==> config.mk <==
export PLATFORM = sky130hd
export DESIGN_NAME = disk_io_decoder
export DESIGN_NICKNAME = d
export VERILOG_FILES = /design/src/rtl/dcd_pkg.sv /design/src/rtl/dcd_base_regs.sv /design/src/rtl/dcd_window_match.sv /design/src/rtl/dcd_drive_sel.sv /design/src/rtl/disk_io_decoder.sv
export SDC_FILE = /design/constraint.sdc
export NUM_CORES = 1
export LEC_CHECK = 0
export ABC_AREA = 1
export BUFFER_PORTS_ARGS = -buffer_cell sky130_fd_sc_hd__buf_2
export CAP_MARGIN = 20
export CORE_ASPECT_RATIO = 2
export CORE_MARGIN = 2
export CORE_UTILIZATION = 45
export DETAILED_ROUTE_END_ITERATION = 8
export SYNTH_ARGS = -nofsm -noshare
export SYNTH_HDL_FRONTEND = slang
export SYNTH_HIERARCHICAL = 1
export SYNTH_SLANG_ARGS = --single-unit
==> constraint.sdc <==
create_clock -name clk -period 7.8 [get_ports clk]
set_clock_uncertainty 0.1 [all_clocks]
set_input_delay 0.39 -clock clk [delete_from_list [all_inputs] [get_ports clk]]
set_output_delay 0.39 -clock clk [all_outputs]
set_load 0.1 [all_outputs]
==> src/rtl/dcd_pkg.sv <==
// Shared types for the dual channel disk I/O decoder.
// Assumes five windows in a fixed priority order given by win_e.
package dcd_pkg;
    localparam int NUM_WIN = 5;

    typedef enum logic [2:0] {
        WIN_PCMD = 3'd0,
        WIN_PCTL = 3'd1,
        WIN_SCMD = 3'd2,
        WIN_SCTL = 3'd3,
        WIN_BM   = 3'd4
    } win_e;

    typedef enum logic [1:0] {
        GRP_CMD = 2'd0,
        GRP_CTL = 2'd1,
        GRP_BM  = 2'd2
    } grp_e;
endpackage

==> src/rtl/dcd_base_regs.sv <==
// Window base registers: one per window, loaded through a shared write
// port. A zero value is ignored. Assumes base_sel values above 4 do nothing.
module dcd_base_regs
    import dcd_pkg::*;
#(
    parameter int ADDR_W = 16
) (
    input  logic                              clk,
    input  logic                              rst_n,
    input  logic                              we,
    input  logic [2:0]                        sel,
    input  logic [ADDR_W-1:0]                 wdata,
    output logic [NUM_WIN-1:0][ADDR_W-1:0]    bases
);
    for (genvar g = 0; g < NUM_WIN; g++) begin : g_base
        // Load one base when addressed and the value is non-zero.
        always_ff @(posedge clk) begin
            if (!rst_n) begin
                bases[g] <= '0;
            end else if (we && sel == 3'(g) && wdata != '0) begin
                bases[g] <= wdata;
            end
        end
    end
endmodule

==> src/rtl/dcd_window_match.sv <==
// Compares an address with the five windows and picks the first hit in
// priority order. Returns the window and the raw offset from its base.
// Assumes base + span fits in ADDR_W+1 bits.
module dcd_window_match
    import dcd_pkg::*;
#(
    parameter int ADDR_W    = 16,
    parameter int CMD_SPAN  = 8,
    parameter int CTL_SPAN  = 4,
    parameter int BM_SPAN   = 16,
    parameter int CMD_SHIFT = 0
) (
    input  logic [ADDR_W-1:0]              addr,
    input  logic [NUM_WIN-1:0][ADDR_W-1:0] bases,
    output logic                           hit,
    output win_e                           win,
    output logic [ADDR_W-1:0]              raw_ofs
);
    localparam int PCMD_SPAN = CMD_SPAN << CMD_SHIFT;

    logic [NUM_WIN-1:0] hv;

    for (genvar g = 0; g < NUM_WIN; g++) begin : g_cmp
        localparam int SPAN = (g == 0) ? PCMD_SPAN :
                              (g == 2) ? CMD_SPAN  :
                              (g == 4) ? BM_SPAN   : CTL_SPAN;
        logic [ADDR_W:0] lim;
        assign lim   = {1'b0, bases[g]} + (ADDR_W+1)'(SPAN);
        assign hv[g] = (addr >= bases[g]) && ({1'b0, addr} < lim);
    end

    // Priority pick: lowest index wins.
    always_comb begin
        hit = 1'b0;
        win = WIN_PCMD;
        for (int i = NUM_WIN - 1; i >= 0; i--) begin
            if (hv[i]) begin
                hit = 1'b1;
                win = win_e'(i);
            end
        end
    end

    // Offset of the address inside the chosen window.
    always_comb raw_ofs = addr - bases[win];
endmodule

==> src/rtl/dcd_drive_sel.sv <==
// Tracks master/slave selection for each channel from snooped command
// writes. Assumes at most one update per cycle.
module dcd_drive_sel #(
    parameter int NUM_CHAN = 2
) (
    input  logic                clk,
    input  logic                rst_n,
    input  logic                upd_en,
    input  logic                upd_chan,
    input  logic                upd_slave,
    output logic [NUM_CHAN-1:0] sel_slave
);
    for (genvar c = 0; c < NUM_CHAN; c++) begin : g_chan
        // Record the selection bit for channel c.
        always_ff @(posedge clk) begin
            if (!rst_n) begin
                sel_slave[c] <= 1'b0;
            end else if (upd_en && upd_chan == 1'(c)) begin
                sel_slave[c] <= upd_slave;
            end
        end
    end
endmodule

==> src/rtl/disk_io_decoder.sv <==
// Host-side address decoder for a two-channel disk controller.
// Matches each access against five windows, adjusts the offset, tracks
// drive selection and registers a routed access, a zero-read or an error
// one cycle after the request. Assumes BM_SPAN is at most 2*BM_SPLIT.
module disk_io_decoder
    import dcd_pkg::*;
#(
    parameter int ADDR_W    = 16,
    parameter int DATA_W    = 32,
    parameter int OFS_W     = 8,
    parameter int CMD_SPAN  = 8,
    parameter int CTL_SPAN  = 4,
    parameter int BM_SPAN   = 16,
    parameter int CMD_SHIFT = 0,
    parameter int CTL_ADD   = 0,
    parameter int SEL_OFS   = 6,
    parameter int SEL_BIT   = 4,
    parameter int BM_SPLIT  = 8
) (
    input  logic              clk,
    input  logic              rst_n,
    input  logic              io_enable,
    input  logic              bm_enable,
    input  logic              base_we,
    input  logic [2:0]        base_sel,
    input  logic [ADDR_W-1:0] base_wdata,
    input  logic [3:0]        drv_present,
    input  logic              req_valid,
    input  logic              req_write,
    input  logic [ADDR_W-1:0] req_addr,
    input  logic [2:0]        req_size,
    input  logic [DATA_W-1:0] req_wdata,
    output logic              rt_valid,
    output logic              rt_chan,
    output logic [1:0]        rt_group,
    output logic [OFS_W-1:0]  rt_offset,
    output logic [2:0]        rt_size,
    output logic              rt_write,
    output logic [DATA_W-1:0] rt_wdata,
    output logic              acc_done,
    output logic              acc_zero,
    output logic              acc_err,
    output logic [1:0]        sel_slave
);
    logic [NUM_WIN-1:0][ADDR_W-1:0] bases;
    logic              hit;
    win_e              win;
    logic [ADDR_W-1:0] raw_ofs;
    logic [ADDR_W-1:0] adj_ofs;
    logic              chan;
    grp_e              grp;
    logic              size_ok;
    logic              snoop;
    logic              eff_slave;
    logic              present;
    logic              n_route, n_zero, n_err;

    dcd_base_regs #(.ADDR_W(ADDR_W)) u_bases (
        .clk   (clk),
        .rst_n (rst_n),
        .we    (base_we),
        .sel   (base_sel),
        .wdata (base_wdata),
        .bases (bases)
    );

    dcd_window_match #(
        .ADDR_W    (ADDR_W),
        .CMD_SPAN  (CMD_SPAN),
        .CTL_SPAN  (CTL_SPAN),
        .BM_SPAN   (BM_SPAN),
        .CMD_SHIFT (CMD_SHIFT)
    ) u_match (
        .addr    (req_addr),
        .bases   (bases),
        .hit     (hit),
        .win     (win),
        .raw_ofs (raw_ofs)
    );

    // Map the window to channel, group and adjusted offset.
    always_comb begin
        chan    = 1'b0;
        grp     = GRP_CMD;
        adj_ofs = raw_ofs;
        case (win)
            WIN_PCMD: adj_ofs = raw_ofs >> CMD_SHIFT;
            WIN_PCTL: begin
                grp     = GRP_CTL;
                adj_ofs = raw_ofs + ADDR_W'(CTL_ADD);
            end
            WIN_SCMD: chan = 1'b1;
            WIN_SCTL: begin
                chan = 1'b1;
                grp  = GRP_CTL;
            end
            default: begin
                grp = GRP_BM;
                if (raw_ofs >= ADDR_W'(BM_SPLIT)) begin
                    chan    = 1'b1;
                    adj_ofs = raw_ofs - ADDR_W'(BM_SPLIT);
                end
            end
        endcase
    end

    // Legal access sizes are 1, 2 and 4 bytes.
    always_comb size_ok = (req_size == 3'd1) || (req_size == 3'd2) || (req_size == 3'd4);

    // Selection snoop on command writes to the select offset.
    always_comb snoop = req_valid && req_write && size_ok && io_enable && hit &&
                        grp == GRP_CMD && adj_ofs == ADDR_W'(SEL_OFS);

    dcd_drive_sel #(.NUM_CHAN(2)) u_sel (
        .clk       (clk),
        .rst_n     (rst_n),
        .upd_en    (snoop),
        .upd_chan  (chan),
        .upd_slave (req_wdata[SEL_BIT]),
        .sel_slave (sel_slave)
    );

    // Presence of the drive selected for this access, after any snoop.
    always_comb begin
        eff_slave = snoop ? req_wdata[SEL_BIT] : sel_slave[chan];
        present   = drv_present[{chan, eff_slave}];
    end

    // Classify the access into route, zero-read or error.
    always_comb begin
        n_route = 1'b0;
        n_zero  = 1'b0;
        n_err   = 1'b0;
        if (req_valid) begin
            if (!size_ok) begin
                n_err = 1'b1;
            end else if (!io_enable) begin
                n_route = 1'b0;
            end else if (!hit) begin
                n_err = 1'b1;
            end else if (grp == GRP_BM) begin
                n_route = !(req_write && !bm_enable);
            end else if (!present) begin
                n_err  = (req_size != 3'd1);
                n_zero = (req_size == 3'd1) && !req_write;
            end else begin
                n_route = 1'b1;
            end
        end
    end

    // Register the outcome for one cycle.
    always_ff @(posedge clk) begin
        if (!rst_n) begin
            rt_valid  <= 1'b0;
            rt_chan   <= 1'b0;
            rt_group  <= 2'd0;
            rt_offset <= '0;
            rt_size   <= 3'd0;
            rt_write  <= 1'b0;
            rt_wdata  <= '0;
            acc_done  <= 1'b0;
            acc_zero  <= 1'b0;
            acc_err   <= 1'b0;
        end else begin
            rt_valid <= n_route;
            acc_done <= req_valid;
            acc_zero <= n_zero;
            acc_err  <= n_err;
            if (n_route) begin
                rt_chan   <= chan;
                rt_group  <= grp;
                rt_offset <= OFS_W'(adj_ofs);
                rt_size   <= req_size;
                rt_write  <= req_write;
                rt_wdata  <= req_wdata;
            end
        end
    end
endmodule

* Word-level counts from Yosys, hierarchy flattened *
Cells that the tools add are included.

storage, ports and cells
  logic and storage cells = 131
  register bits after elaboration = 133
  output and inout bits = 53
  input port bits = 81

cells by class
  bitwise logic cells = 6
  mux-type cells = 33
  equality and inequality tests = 13
  magnitude comparators = 14
  $add $sub $neg = 7
  reduce and logical (&&, ||, !) cells = 41

operators by type and width
  cell                                                                                   number
  16-bit by 17-bit < comparator with 1-bit output                                        5
  16-bit greater-or-equal comparator                                                     5
  16-bit binary-select mux with 3-bit select                                             1
  16-bit 2-to-1 mux                                                                      3
  16-bit by 3-bit adder with 17-bit output (second input constant)                       2
  16-bit by 4-bit adder with 17-bit output (second input constant)                       2
  1-bit logical AND                                                                      25
  1-bit 2-to-1 mux                                                                       21
  16-bit by 5-bit adder with 17-bit output (second input constant)                       1
  16-bit by 3-bit == test with 1-bit output (second input constant)                      1
  16-bit by 4-bit greater-or-equal comparator with 1-bit output (second input constant)  1
  16-bit nonzero test                                                                    1
  16-bit subtractor                                                                      1
  16-bit by 4-bit subtractor with 16-bit output (second input constant)                  1
  3-bit by 2-bit == test with 1-bit output (second input constant)                       5
  3-bit 2-to-1 mux                                                                       5
  3-bit by 1-bit == test with 1-bit output (second input constant)                       3
  2-bit OR reduction                                                                     4
  7-bit OR reduction                                                                     1
  3-bit == test (second input constant)                                                  2
  3-bit logical NOT                                                                      2
  1-bit NOT                                                                              6
  3-bit by 4-bit < comparator with 1-bit output (second input constant)                  1
  2-bit one-hot mux with 2 select lines                                                  1
  other kinds (11)                                                                       14

* Depth between registers and ports, before layout *
  depth in word-level cells = 25
  gate-level depth with buffers = 64
  gate-level depth less buffers = 62

* Modules after synthesis *
The synthesis kept the hierarchy.

modules (own cells, without submodules)
  module            area an instance (um^2)  cells each  instances  sequential area each (um^2)
  dcd_window_match  6123.4                   1004        1          0.0
  dcd_base_regs     3383.2                   483         1          1601.5
  disk_io_decoder   2846.5                   473         1          1021.0
  dcd_drive_sel     87.6                     12          1          40.0

* Worst setup path after synthesis *
OpenSTA, ideal clock, no wires.

  kind = register to register
  from = reg u_bases/bases[52] (netlist bit)
  to = reg rt_offset[1]
  buffers on the path = 4
  slack = 921 ps
  cell stages (with the launch flop) = 62
  period minus slack after synthesis = 6879 ps
  arrival = 6666 ps
  setup time = 113 ps
  required time = 7587 ps
  path through = dfxtp_1 > inv_1 > nor3_1 > nand3_1 > nor2_1 > nand2_1 > nor2_1 > inv_1 > nor2_1 > inv_1 > o21ai_0 > o21ai_0 > ha_1 > and3_1 > nand4_1 > nor2_1 > nand2_1 > nand2_1 > (+26 left out) > nor2_2 > nand2_4 > buf_6 > nand3_1 > nand2_1 > nand3_1 > nor2_1 > nand4_1 > nand2_1 > nand2_1 > nand3_1 > nand2_2 > nand2_4 > nand3_4 > buf_8 > buf_6 > nor2_1 > nor2_1

on the way
  cells in the longest elaborated chain, start to end = 24
  elaborated cells between the ends (all ways) = 48
  those cells by class = add/sub: 3; order compare: 3; eq/ne: 5; mux: 26; reduce/logical: 11

ends and longest elaborated chain
  what                                             RTL line                source
  start: declaration                               dcd_base_regs.sv:13     output logic [NUM_WIN-1:0][ADDR_W-1:0] bases
  start signal: indexed assignment                 dcd_base_regs.sv:21     bases[g] <= wdata;
  16-bit by 3-bit adder with 17-bit output         dcd_window_match.sv:28  assign lim = {1'b0, bases[g]} + (ADDR_W+1)'(SPAN);
  16-bit by 17-bit < comparator with 1-bit output  dcd_window_match.sv:29  assign hv[g] = (addr >= bases[g]) && ({1'b0, addr} < lim);
  1-bit logical AND                                dcd_window_match.sv:29
  3-bit 2-to-1 mux (4 in a row)                    dcd_window_match.sv:37  if (hv[i]) begin
  16-bit binary-select mux with 3-bit select (*)   dcd_window_match.sv:45  always_comb raw_ofs = addr - bases[win];
  16-bit 2-to-1 mux (not written as such) (*)      dcd_window_match.sv:45
  16-bit subtractor (*)                            dcd_window_match.sv:45
  via raw_ofs[14]                                  disk_io_decoder.sv:48   logic [ADDR_W-1:0] raw_ofs;
  (+6 left out)                                    --
  1-bit binary-select mux with 2-bit select        disk_io_decoder.sv:126  present = drv_present[{chan, eff_slave}];
  1-bit 2-to-1 mux (not written as such)           disk_io_decoder.sv:126
  1-bit 2-to-1 mux                                 disk_io_decoder.sv:143  end else if (!present) begin
  1-bit 2-to-1 mux                                 disk_io_decoder.sv:141  end else if (grp == GRP_BM) begin
  1-bit 2-to-1 mux                                 disk_io_decoder.sv:139  end else if (!hit) begin
  1-bit 2-to-1 mux                                 disk_io_decoder.sv:137  end else if (!io_enable) begin
  1-bit 2-to-1 mux                                 disk_io_decoder.sv:135  if (!size_ok) begin
  1-bit 2-to-1 mux                                 disk_io_decoder.sv:134  if (req_valid) begin
  end signal: assignment                           disk_io_decoder.sv:173  rt_offset <= OFS_W'(adj_ofs);
  end: declaration                                 disk_io_decoder.sv:36   output logic [OFS_W-1:0] rt_offset,

The timed path passes the listed nets; every way through them passes the cells marked *. The select of a mux whose other input is x is not followed.
A chain may end at the register's enable or synchronous reset.

* Worst setup path in the final report *
  from = reg u_bases/bases[52] (netlist bit)
  to = reg rt_wdata[14]

on the way
  cells in the longest elaborated chain, start to end = 24
  elaborated cells between the ends (all ways) = 48
  those cells by class = add/sub: 3; order compare: 3; eq/ne: 5; mux: 26; reduce/logical: 11

ends and longest elaborated chain
  what                                             RTL line                source
  16-bit by 3-bit adder with 17-bit output         dcd_window_match.sv:28
  16-bit by 17-bit < comparator with 1-bit output  dcd_window_match.sv:29
  1-bit logical AND (*)                            dcd_window_match.sv:29
  3-bit 2-to-1 mux (*) (4 in a row)                dcd_window_match.sv:37
  via win[1]                                       disk_io_decoder.sv:47   win_e win;
  16-bit binary-select mux with 3-bit select (*)   dcd_window_match.sv:45
  16-bit 2-to-1 mux (not written as such) (*)      dcd_window_match.sv:45
  16-bit subtractor (*)                            dcd_window_match.sv:45
  via raw_ofs[15]                                  disk_io_decoder.sv:48
  (+6 left out)                                    --
  1-bit binary-select mux with 2-bit select (*)    disk_io_decoder.sv:126
  1-bit 2-to-1 mux (not written as such) (*)       disk_io_decoder.sv:126
  1-bit 2-to-1 mux (*)                             disk_io_decoder.sv:143
  1-bit 2-to-1 mux (*)                             disk_io_decoder.sv:141
  1-bit 2-to-1 mux (*)                             disk_io_decoder.sv:139
  1-bit 2-to-1 mux (*)                             disk_io_decoder.sv:137
  1-bit 2-to-1 mux (*)                             disk_io_decoder.sv:135
  1-bit 2-to-1 mux (*)                             disk_io_decoder.sv:134
  end signal: assignment                           disk_io_decoder.sv:176  rt_wdata <= req_wdata;
  end: declaration                                 disk_io_decoder.sv:39   output logic [DATA_W-1:0] rt_wdata,

Marked as above.

==> results.toml <==
[run_status]
outcome = "finished, final reports clean"

[yosys]
synth_cell_types = 47
syn-num-nets = 2221
synth_top_flop_cell = "dfxtp_1"
yosysSeqAreaShare_pct = 21.4
synth_warnings = 6
netlist.area_leader.share_pct = 21.4
synth_area_per_cell_um2 = 6.31
ys_seq_elements = 133
edff_count_synth = 0
synth.cell_area_um2 = 12400
synth-async-reset-ratio_pct = 0
postSynthCellCount = 1972
netlist.top_cell.by_area = "dfxtp_1"
synth_top_cells_by_area = "dfxtp_1 21%, ha_1 17%, nand2_1 13%, nor2_1 9.0%, a21oi_1 7.2%"

[critical_path]
crit_type = "flip-flop to flip-flop"
cp_slowest_cell = "ha_1"
timing.critical_path.arrival_ps = 7630
end_kind = "flip-flop"
crit_path_frequent_cell = "nand2_1"
largest_fanout_on_the_critical_path = 13
worst_stage_delay_on_the_critical_path_ps = 350
crit_required_ps = 8080
setup.worst_path.start_class = "flip-flop"

[routing]
drc = 0
route.detailed.wl_per_inst_um = 16.9
finalWirelength_mm = 42.1
drt_pre_antenna_iters = 6
detailroute.via_count = 13200
vias_per_std_cell = 5.30
detailedRoute.firstIterationViolations = 912
ant_nets = 0

[sta]
finalCritPeriodShare_pct = 94.2
period_needed_ps = 7350
final_report_hold_violation_count = 0
finalSetupViolations = 0
slew_headroom_pct = 29.7
fin_ws_ps = 450
timing.final.max_slew_violations = 0
tightestPinTransition_ps = 1050
hold-worst-slack_ps = 57.0
timing.fmax_mhz = 136

[placement]
gp_congestion = 0.964
detailedPlacementHpwl_mm = 30.5
placed_cells_incl_taps = 2422
port_buffers = 133
pre_cts_slack_ps = 116

[global_routing]
globalRouteOverflowTotal = 0
antenna_found_initial = 0
grt_pass1_vias = 11600
grt_max_degree = 107
grt_first_pass_wirelength_mm = 62.9
globalRouteTotalUtil_pct = 28.0

[layout]
fillerInstances = 2851
layout-drive-gt1-share_pct = 16.7
final_cell_count_no_fill = 2493
insertedDiodeCount = 0
final_net_count = 2377
area_delta_synth_final_pct = 19.5

[clocking]
cts.clk_slew.worst_paths_ps = 70
clkSinkCount = 133
tritoncts.num_buffers = 17
cts_tree = "yes"
clockRootBuffer = "clkbuf_16"
ctsLongestPathBuffers = 2
clock_insertion_delay_at_the_later_pin_of_the_skew_report_ps = 450
h_tree_level_count = 4

[floorplanning]
die_h_um = 239
floorplan.initialDensity_pct = 45.5
dieWidth_um = 122
coreArea_um2 = 27300
ioPinCount = 134
floorplan.die_area_um2 = 29100
fp-row-count = 86

[min_path]
hold_crit_path_type = "input pin to flip-flop"

[pwr]
peak_ir_drop_on_the_vdd_network_mv = 0.151
p_total_mw = 2.74
p_per_area_nw_per_um2 = 185
static-leakage-power_nw = 7.04

[run]
max_cap_viol_count = 0
cells in the mapped netlist (7+ instances only):
cell	number
a21oi_1	180
buf_2	37
buf_6	8
clkbuf_1	21
dfxtp_1	133
ha_1	167
inv_1	237
nand2_1	439
nand2_2	7
nand3_1	154
nand4_1	28
nor2_1	297
nor3_1	21
o21ai_0	73
o21ai_1	33
xnor2_1	9
xor2_1	51
power breakdown:
group	switching (mW)	internal, mW	total, mW
sequential	0.0226	0.706	0.729
clock	0.360	0.446	0.806
combinational	0.790	0.419	1.21
total	1.17	1.57	2.74
flip-flops by register name (all words and copies together), names as in the netlist:
name / cells
rt_valid: 1
rt_size: 3
rt_wdata: 32
u_bases/bases: 80
u_sel/sel_slave: 2
acc_zero: 1
rt_offset: 8
acc_done: 1
acc_err: 1
rt_chan: 1
rt_group: 2
rt_write: 1
worst max-delay path: cells and delay by family (launching register included):
kind,cells,cell delay (ps)
DFF,1,330
AOI/OAI and AO/OA,9,1470
and+or+nand+nor,35,3620
adders and majority gates,2,650
buffers and inverters,9,1120
timing repair:
item,4_1_cts,5_1_grt
hold buffers,1,0
endpoints found under the setup margin,0,52
hold endpoints to repair,1,0
setup buffers,0,26
resized for setup,0,106
worst paths after layout:
kind | cells after the start | start | endpoint | slack (ps)
worst min register to register | 2 | rt_group[1] | rt_group[1] | 360
worst max register to register | 55 | u_bases/bases[52] | rt_wdata[14] | 450
worst min-delay path | 3 | req_wdata[15] | rt_wdata[15] | 60
worst max-delay path | 55 | u_bases/bases[52] | rt_wdata[14] | 450
kinds of logic (layout without fill, tap and decap cells):
group / after synthesis / in the layout / share of synthesized area, %
xor+xnor: 60 / 60 / 4.22
buf+inv: 315 / 481 / 10.5
simple gates: 985 / 988 / 33.8
flops: 133 / 133 / 21.4
compound gates: 311 / 311 / 13.1
fa+ha+maj: 168 / 168 / 17.0
through the flow:
step                cell area (µm²)  setup TNS, ps  util, %
floorplan                     12400              0        -
global placement              13500              0     49.4
detailed placement            13500              0     49.5
CTS                           14100              0     51.6
global route                  14900          -6480     54.4
finish                        14900              0     54.4
final cells by class:
class	instances	area, µm²	area share [%]
clock inverters	15	145	0.976
clock buffers	17	425	2.86
flip-flops and latches	133	2670	18.0
repair inverters	1	5.00	0.0337
repair buffers	204	1390	9.35
well taps	352	440	2.96
multi-input cells	1527	8870	59.6
inverters	244	925	6.22
layout by cell type (no fill, tap or decap), types with 11 or more instances in the layout:
cell | Yosys | layout
nand2_1 | 439 | 431
nor2_1 | 297 | 280
inv_1 | 237 | 231
a21oi_1 | 180 | 169
ha_1 | 167 | 162
nand3_1 | 154 | 146
buf_2 | 37 | 132
dfxtp_1 | 133 | 128
o21ai_0 | 73 | 63
buf_4 | 3 | 56
xor2_1 | 51 | 51
o21ai_1 | 33 | 36
nand4_1 | 28 | 28
clkbuf_16 | 0 | 23
nand2_2 | 7 | 15
nor3_1 | 21 | 15
nor2_2 | 3 | 14
nand3_2 | 5 | 11
a21oi_2 | 1 | 11
layer usage:
layer  global-route usage, %  part of all wire (%)  up-vias  wire length (µm)
met5                       0                     0        -                 0
met4                    9.37                   2.9        0              1230
met3                    2.91                   4.7       78              1960
met2                    47.9                    49      414             20600
met1                    36.4                    43     5996             18200
li1                        -                     -     6732                 -
(Power assumes the default switching activity.)
